File: src/rtl/seq_order_pkg.sv
package seq_order_pkg;

   localparam int unsigned N_EVT     = 4;
   localparam int unsigned EV_UP     = 0;
   localparam int unsigned EV_ENTER  = 1;
   localparam int unsigned EV_EXIT   = 2;
   localparam int unsigned EV_DOWN   = 3;
   localparam int unsigned CAUSE_W   = 2;

   typedef enum logic [CAUSE_W-1:0] {
      VC_NONE        = 2'd0,
      VC_BAD_FOLLOW  = 2'd1,
      VC_ORPHAN_EXIT = 2'd2,
      VC_MULTI       = 2'd3
   } viol_cause_e;

   // Classification of one cycle's strobes
   typedef struct packed {
      logic multi;   // two or more strobes
      logic enter;   // entry strobe alone
      logic exit_s;  // exit strobe alone
      logic other;   // any other strobe alone
   } strobe_class_t;

endpackage

File: src/rtl/sqm_strobe_classify.sv
module sqm_strobe_classify
   import seq_order_pkg::*;
#(
   parameter int unsigned N         = 4,
   parameter int unsigned ENTER_IDX = 1,
   parameter int unsigned EXIT_IDX  = 2
) (
   input  logic [N-1:0]  strobe_i,
   output strobe_class_t cls_o
);

   localparam int unsigned CNT_W = $clog2(N + 1);

   generate
      if (ENTER_IDX >= N || EXIT_IDX >= N || ENTER_IDX == EXIT_IDX) begin : g_bad_idx
         $error("sqm_strobe_classify: entry/exit index out of range or equal");
      end
   endgenerate

   logic [CNT_W-1:0] cnt;
   logic             single;

   always_comb begin
      cnt = '0;
      for (int i = 0; i < int'(N); i++) begin
         cnt = cnt + CNT_W'(strobe_i[i]);
      end
   end

   assign single       = (cnt == CNT_W'(1));
   assign cls_o.multi  = (cnt > CNT_W'(1));
   assign cls_o.enter  = single & strobe_i[ENTER_IDX];
   assign cls_o.exit_s = single & strobe_i[EXIT_IDX];
   assign cls_o.other  = single & ~strobe_i[ENTER_IDX] & ~strobe_i[EXIT_IDX];

endmodule

File: src/rtl/sqm_entry_tracker.sv
module sqm_entry_tracker (
   input  logic clk,
   input  logic rst_n,
   input  logic set_i,
   input  logic clr_i,
   output logic pend_o
);

   always_ff @(posedge clk or negedge rst_n) begin
      if (!rst_n) begin
         pend_o <= 1'b0;
      end else if (set_i) begin
         pend_o <= 1'b1;
      end else if (clr_i) begin
         pend_o <= 1'b0;
      end
   end

endmodule

File: src/rtl/sqm_viol_report.sv
module sqm_viol_report
   import seq_order_pkg::*;
#(
   parameter bit          PULSE_REG = 1'b1,
   parameter int unsigned CODE_W    = 2
) (
   input  logic              clk,
   input  logic              rst_n,
   input  strobe_class_t     cls_i,
   input  logic              pend_i,
   output logic              pulse_o,
   output logic              sticky_o,
   output logic [CODE_W-1:0] code_o
);

   viol_cause_e cause_now;
   viol_cause_e cause_q;
   logic        hit;
   logic        sticky_q;

   always_comb begin
      if (cls_i.multi) begin
         cause_now = VC_MULTI;
      end else if (pend_i && (cls_i.enter || cls_i.other)) begin
         cause_now = VC_BAD_FOLLOW;
      end else if (!pend_i && cls_i.exit_s) begin
         cause_now = VC_ORPHAN_EXIT;
      end else begin
         cause_now = VC_NONE;
      end
   end

   assign hit = (cause_now != VC_NONE);

   always_ff @(posedge clk or negedge rst_n) begin
      if (!rst_n) begin
         sticky_q <= 1'b0;
         cause_q  <= VC_NONE;
      end else if (hit && !sticky_q) begin
         sticky_q <= 1'b1;
         cause_q  <= cause_now;
      end
   end

   generate
      if (PULSE_REG) begin : g_reg_pulse
         logic pulse_q;
         always_ff @(posedge clk or negedge rst_n) begin
            if (!rst_n) begin
               pulse_q <= 1'b0;
            end else begin
               pulse_q <= hit;
            end
         end
         assign pulse_o  = pulse_q;
         assign sticky_o = sticky_q;
         assign code_o   = CODE_W'(cause_q);
      end else begin : g_comb_pulse
         logic live;
         assign live     = rst_n & hit;
         assign pulse_o  = live;
         assign sticky_o = sticky_q | live;
         assign code_o   = sticky_q ? CODE_W'(cause_q)
                         : (live ? CODE_W'(cause_now) : '0);
      end
   endgenerate

endmodule

File: src/rtl/seq_order_monitor.sv
module seq_order_monitor
   import seq_order_pkg::*;
#(
   parameter bit          PULSE_REG = 1'b1,
   parameter int unsigned CODE_W    = 2
) (
   input  logic              clk,
   input  logic              rst_n,
   input  logic              pwr_up_i,
   input  logic              sleep_enter_i,
   input  logic              sleep_exit_i,
   input  logic              pwr_down_i,
   output logic              viol_pulse_o,
   output logic              viol_sticky_o,
   output logic [CODE_W-1:0] viol_code_o
);

   generate
      if (CODE_W < CAUSE_W) begin : g_bad_code_w
         $error("seq_order_monitor: CODE_W too narrow for cause codes");
      end
   endgenerate

   logic [N_EVT-1:0] strobes;
   strobe_class_t    cls;
   logic             pend;

   always_comb begin
      strobes           = '0;
      strobes[EV_UP]    = pwr_up_i;
      strobes[EV_ENTER] = sleep_enter_i;
      strobes[EV_EXIT]  = sleep_exit_i;
      strobes[EV_DOWN]  = pwr_down_i;
   end

   sqm_strobe_classify #(
      .N         (N_EVT),
      .ENTER_IDX (EV_ENTER),
      .EXIT_IDX  (EV_EXIT)
   ) u_classify (
      .strobe_i (strobes),
      .cls_o    (cls)
   );

   sqm_entry_tracker u_tracker (
      .clk    (clk),
      .rst_n  (rst_n),
      .set_i  (cls.enter),
      .clr_i  (cls.exit_s | cls.other),
      .pend_o (pend)
   );

   sqm_viol_report #(
      .PULSE_REG (PULSE_REG),
      .CODE_W    (CODE_W)
   ) u_report (
      .clk      (clk),
      .rst_n    (rst_n),
      .cls_i    (cls),
      .pend_i   (pend),
      .pulse_o  (viol_pulse_o),
      .sticky_o (viol_sticky_o),
      .code_o   (viol_code_o)
   );

endmodule

File: config.mk
export PLATFORM = sky130hd
export DESIGN_NAME = seq_order_monitor
export DESIGN_NICKNAME = d
export VERILOG_FILES = /design/src/rtl/seq_order_pkg.sv /design/src/rtl/sqm_strobe_classify.sv /design/src/rtl/sqm_entry_tracker.sv /design/src/rtl/sqm_viol_report.sv /design/src/rtl/seq_order_monitor.sv
export SDC_FILE = /design/constraint.sdc
export NUM_CORES = 1
export LEC_CHECK = 0
export BUFFER_PORTS_ARGS = -buffer_cell sky130_fd_sc_hd__buf_2
export CAP_MARGIN = 5
export CORE_AREA = 2 2 39 41
export CTS_BUF_LIST = sky130_fd_sc_hd__clkbuf_16
export CTS_CLUSTER_SIZE = 40
export DETAILED_ROUTE_END_ITERATION = 10
export DIE_AREA = 0 0 41 43
export GPL_ROUTABILITY_DRIVEN = 1
export HOLD_SLACK_MARGIN = 0.15
export MAX_ROUTING_LAYER = met4
export SLEW_MARGIN = 30
export SYNTH_ARGS = -nofsm -noshare
export SYNTH_HDL_FRONTEND = slang
export SYNTH_SLANG_ARGS = --single-unit
File: constraint.sdc
create_clock -name clk -period 1.3 [get_ports clk]
set_input_delay 0.065 -clock clk [delete_from_list [all_inputs] [get_ports clk]]
set_output_delay 0.065 -clock clk [all_outputs]
set_load 0.03 [all_outputs]
==> results.sh, run 1 <==
export IMPL_avgSynthCellArea_um2=9.934
export IMPL_yosysTopAreaCell="dfrtp_1"
export IMPL_dp_slack_ns=-0.4747
export IMPL_final_min_clock_period_ns=1.477
export IMPL_critical_path_class="in -> reg"
export IMPL_antenna_found_initial=0
export IMPL_crit_arrival_ns=1.59
export IMPL_setup_tns_ns=-0.6026
export IMPL_power_density_mw_per_mm2=1596
export IMPL_layout_drive_gt1_share=0.4615
export IMPL_die_height_um=43
export IMPL_cellLeakagePower_uw=0.0002702
export IMPL_slowest_stage="fa_2"
export IMPL_io_buffers=9
export IMPL_ir_drop_mv=0.3930
export IMPL_drt_total_wl_um=747
export IMPL_first_pass_iters=4
export IMPL_start_util=0.2369
export IMPL_finalCritPeriodShare=1.136
export IMPL_overflow=0
export IMPL_routabilityCongestion=0.6441
export IMPL_fin_nets=63
export IMPL_start_kind="primary input"
export IMPL_violations="setup timing"
export IMPL_synthesis_nets=43
export IMPL_path_delay_family="adder cells"
export IMPL_core_mm2=0.001384
export IMPL_path_cells="buf_6, ha_4, inv_2, fa_2, buf_6, nor3_4, nor3_1, a221o_1"
export IMPL_critPathMaxFanout=4
export IMPL_drtIter0Drc=7
export IMPL_synth_ff_latch_count=5
export IMPL_crit_buf_inv=3
export IMPL_viasPerCell=4.676
export IMPL_cts_tree="done"
export IMPL_yosysSeqAreaShare=0.3817
export IMPL_critPathRequiredTime_ns=1.41
export IMPL_synth_top_area_frac=0.3817
export IMPL_slew_limit_headroom=0.8437
export IMPL_tightest_slew_ns=0.2345
export IMPL_crit_top_cell="buf_6"
export IMPL_fillers=141
export IMPL_ys_warn_count=0
export IMPL_cts_buffers=3
export IMPL_dp_hpwl_um=559.6
export IMPL_synth_cell_type_count=20
export IMPL_final_hold_violation_count=0
export IMPL_layout_setup_ws_ns=-0.1773
export IMPL_vias=318
export IMPL_dieArea_mm2=0.001763
export IMPL_critPathCaptureType="flop"
export IMPL_drv_slew=0
export IMPL_grt_start_max_net_pins=8
export IMPL_synth_area_leaders="dfrtp_1 38%, ha_1 11%, inv_1 6.9%"
export IMPL_syn_to_final_growth_pct=76.34
export IMPL_cts_num_sinks=5
export IMPL_cts_max_level=1
export IMPL_clockBufferDepth=2
export IMPL_drc=0
export IMPL_clk_pin_slew_worst_paths_ns=0.03
export IMPL_fmax_mhz=676.9
export IMPL_critical_path_max_stage_delay_ns=0.43
export IMPL_status="complete, but fails checks"
export IMPL_min_path_type="in -> async"
export IMPL_syn_inst=33
export IMPL_grt_pass1_vias=322
export IMPL_rsz0062_at_grt="yes"
export IMPL_num_io_pins=10
export IMPL_die_x_um=41
export IMPL_ant_nets=0
export IMPL_clkLatencyLatePin_ns=0.23
export IMPL_track_usage=0.1134
export IMPL_maxCapViolations=0
export IMPL_rows=14
export IMPL_synth_area_um2=327.8
export IMPL_setup_violations=4
export IMPL_wire_per_inst_um=10.99
export IMPL_skew_ns=0.0007149
export IMPL_root_buffer="clkbuf_16"
export IMPL_grt_pass1_wl_um=1304
export IMPL_antenna_cells=0
==> cell families after synthesis <==
logic type,count (synthesis),share of synthesized area
flops,5,0.3817
simple gates,8,0.1451
compound gates,9,0.1947
fa+ha+maj,4,0.1756
mux,1,0.03435
buf+inv,6,0.06870
==> synth_stat cells (all sizes together) <==
library cell / instances
a211oi: 1
a21o: 1
a21oi: 2
a221o: 1
and2: 1
and3b: 1
dfrtp: 5
fa: 1
ha: 3
inv: 6
mux2: 1
nand2: 1
nor2: 2
nor3: 2
o21ai: 1
o22a: 1
o22ai: 1
o2bb2ai: 1
or2: 1
==> state kept, by name, summed over array words and instances, names as in the netlist <==
signal,cells
u_report.sticky_o,1
u_report.pulse_o,1
u_report.code_o,2
u_tracker.pend_o,1
==> power by group <==
part	switching, uW	internal (uW)	total [uW]
combinational	97.9	111	209
clock	105	399	503
sequential	30.8	179	210
==> metrics by stage <==
step                      power, uW  hold WS (ns)  instances  utilization  cell area (um^2)
final                         922.5        0.1779         68       0.4177             578.1
after global routing          969.2        0.2173         68       0.4177             578.1
after CTS                     932.2        0.1783         68       0.4177             578.1
after detailed placement      400.5       -0.1159         61       0.3309             457.9
after global placement        395.7       -0.1200         61       0.3309             457.9
after floorplan               348.7       -0.2306         33            -             370.4
==> worst paths after layout <==
kind / depth (start not counted) / slack (ns) / to / from
setup / recovery: 8 / -0.18 / u_report.code_o[1] / sleep_enter_i
hold / removal: 2 / 0.18 / u_tracker.pend_o / rst_n
setup reg to reg: 3 / 0.14 / u_report.code_o[1] / u_tracker.pend_o
hold reg to reg: 1 / 0.54 / u_report.code_o[1] / u_report.code_o[1]
max in group asynchronous: 2 / 1.00 / u_report.sticky_o / rst_n
min in group clk: 3 / 0.20 / u_report.code_o[1] / sleep_exit_i
==> cells in the final DEF, fill, tap and decap left out, types with 2 or more instances in the layout <==
cell / instances
a21oi_1: 2
buf_2: 7
buf_4: 4
buf_6: 3
clkbuf_16: 3
dfrtp_1: 5
ha_4: 2
inv_1: 6
nor2_1: 2
==> area by class of cell <==
| class | count | area [um^2] | share of cell area |
|---|---|---|---|
| Multi-Input combinational cell | 22 | 222.7 | 0.3853 |
| Sequential cell | 5 | 125.1 | 0.2165 |
| Timing Repair Buffer | 15 | 108.9 | 0.1883 |
| Clock buffer | 3 | 75.07 | 0.1299 |
| Inverter | 6 | 22.52 | 0.03896 |
| Tap cell | 16 | 20.02 | 0.03463 |
| Clock inverter | 1 | 3.754 | 0.006494 |
==> routing by layer <==
metal | up-vias | GRT usage | share of wire | wire, um
li1 | 151 | - | - | -
met5 | - | - | 0 | 0
met1 | 153 | 0.1230 | 0.43 | 321
met2 | 12 | 0.1688 | 0.50 | 370
met3 | 2 | 0.01571 | 0.055 | 41
met4 | 0 | 0.1000 | 0.017 | 13
==> repair_timing <==
item / in CTS / in global routing
pin swaps: 3 / 0
endpoints found under the hold margin: 5 / 0
setup endpoints to repair: 4 / 5
resized for setup: 3 / 0
hold buffers: 1 / 0
buffers inserted: 2 / 0
Note: power is estimated with default switching activity, not from simulation.
==> inputs of run 2 (changes only) <==
- clock period: 1.3 -> 1.7 ns (I/O delays scaled with it)
==> run 2 against run 1 <==
  * The run now ends clean
  * Critical endpoint unchanged
  * Wire length is 5.5% lower
  * Combinational power shrank 38%
  * Sequential cell count is the same
  * Clock skew increased by 0.00078 ns
  * Clock power shrank 25%
  * Cell count down 1.5%
  * Global-route usage down 0.13 points
  * Critical path type unchanged
==> results.sh, run 2 (synthesized netlist as in run 1, its figures left out) <==
export IMPL_rows=14
export IMPL_die_height_um=43
export IMPL_layout_drive_gt1_share=0.3725
export IMPL_cellLeakagePower_uw=0.0002564
export IMPL_path_cells="buf_2, ha_1, inv_1, fa_2, a211oi_1, a21o_1, a221o_1"
export IMPL_syn_to_final_growth_pct=58.78
export IMPL_final_common_cell="buf_2"
export IMPL_busiest_layer="met2"
export IMPL_critPathMaxFanout=5
export IMPL_power_total_uw=667.9
export IMPL_dp_hpwl_um=544.7
export IMPL_cts_num_sinks=5
export IMPL_path_delay_family="adder cells"
export IMPL_fillers=138
export IMPL_start_kind="primary input"
export IMPL_final_min_clock_period_ns=1.602
export IMPL_use_met2=0.1531
export IMPL_slew_limit_headroom=0.7790
export IMPL_critical_path_class="in -> reg"
export IMPL_critical_path_max_stage_delay_ns=0.59
export IMPL_crit_arrival_ns=1.71
export IMPL_reg2regPathDepth=3
export IMPL_slowest_stage="fa_2"
export IMPL_maxCapViolations=0
export IMPL_cp_num_cells=7
export IMPL_clkLatencyLatePin_ns=0.23
export IMPL_met3_usage=0.03141
export IMPL_finalCritPeriodShare=0.9422
export IMPL_root_buffer="clkbuf_16"
export IMPL_fmax_mhz=624.3
export IMPL_rsz0062_at_grt="no"
export IMPL_track_usage=0.1121
export IMPL_placed_area_um2=422.9
export IMPL_routabilityCongestion=0.7503
export IMPL_dieArea_mm2=0.001763
export IMPL_ant_nets=0
export IMPL_grt_pass1_wl_um=1242
export IMPL_grtUsageMet1=0.1254
export IMPL_io_buffers=9
export IMPL_cts_tree="done"
export IMPL_drc=0
export IMPL_tightest_slew_ns=0.3295
export IMPL_clk_pin_slew_worst_paths_ns=0.03
export IMPL_crit_buf_inv=2
export IMPL_die_x_um=41
export IMPL_grt_start_max_net_pins=8
export IMPL_whs_ns=0.2120
export IMPL_start_util=0.2369
export IMPL_grt_pass1_vias=310
export IMPL_ir_drop_mv=0.2374
export IMPL_status="finished clean"
export IMPL_antenna_found_initial=0
export IMPL_cts_max_level=1
export IMPL_fin_nets=62
export IMPL_drv_slew=0
export IMPL_critPathRequiredTime_ns=1.81
export IMPL_first_pass_iters=4
export IMPL_vias=306
export IMPL_wire_per_inst_um=10.54
export IMPL_cts_buffers=3
export IMPL_overflow=0
export IMPL_design_area_um2=520.5
export IMPL_postCtsSetupRepairBufs=0
export IMPL_setup_violations=0
export IMPL_viasPerCell=4.567
export IMPL_drt_total_wl_um=706
export IMPL_core_mm2=0.001384
export IMPL_drtIter0Drc=7
export IMPL_min_path_type="in -> async"
export IMPL_power_density_mw_per_mm2=1283
export IMPL_largest_reg_flops=2
export IMPL_antenna_cells=0
export IMPL_final_hold_violation_count=0
export IMPL_num_io_pins=10
export IMPL_clockBufferDepth=2
export IMPL_critPathCaptureType="flop"
export IMPL_mostFrequentLayoutCells="9 x buf_2, 7 x inv_1, 5 x dfrtp_1, 4 x buf_4"
export IMPL_skew_ns=0.001497
-- run 2: cell count changes in the layout (fill, tap and decap cells not counted), moves of 2 or more --
| cell | change |
|---|---|
| buf_6 | -3 |
| buf_2 | +2 |
| ha_1 | +2 |
| ha_4 | -2 |
-- run 2: area by class of cell --
class	count	area [um^2]	share of cell area
clock buffers	3	75.07	0.1442
clock inverters	1	3.754	0.007212
inverters	6	22.52	0.04327
multi-input cells	22	188.9	0.3630
flip-flops and latches	5	125.1	0.2404
well taps	16	20.02	0.03846
repair buffers	14	85.08	0.1635
-- run 2: repair_timing --
item / in CTS / in global routing
setup endpoints to repair: 0 / 4
endpoints found under the hold margin: 5 / 0
resized for setup: 0 / 2
hold buffers: 1 / 0
-- run 2: layer usage --
metal,vias up,share of wire
met4,0,0.0085
met2,14,0.48
met1,140,0.43
met3,2,0.081
met5,-,0
li1,150,-
-- run 2: power breakdown --
group | switching (uW) | leakage [uW] | internal (uW)
clock network | 74.8 | 0.0000423 | 304
logic | 68.3 | 0.000161 | 61.7
registers | 21.6 | 0.0000530 | 137
total | 165 | 0.000256 | 503
-- run 2: stage by stage --
step | std cells | utilization | setup TNS, ns | worst slack (ns)
2_1_floorplan | 33 | - | 0 | 0.01013
3_3_place_gp | 62 | 0.3056 | -0.6176 | -0.1914
3_5_place_dp | 62 | 0.3056 | -0.6987 | -0.1907
4_1_cts | 67 | 0.3698 | 0 | 0.03329
5_1_grt | 67 | 0.3761 | 0 | 0.01279
6_report | 67 | 0.3761 | 0 | 0.09823
-- run 2: worst paths after layout --
path | start | end | slack, ns
worst max-delay path | pwr_up_i | u_report.code_o[1] | 0.1
worst min-delay path | rst_n | u_report.sticky_o | 0.21
worst max register to register | u_tracker.pend_o | u_report.code_o[0] | 0.53
worst min register to register | u_report.code_o[1] | u_report.code_o[1] | 0.53
max in group asynchronous | rst_n | u_tracker.pend_o | 1.36
min in group clk | sleep_exit_i | u_report.code_o[1] | 0.23
-- run 2: worst register-to-register path: cells and delay by family (launching register included) --
kind	cells	cell delay, ns
compound gates	2	0.53
flops	1	0.43
simple gates	1	0.09
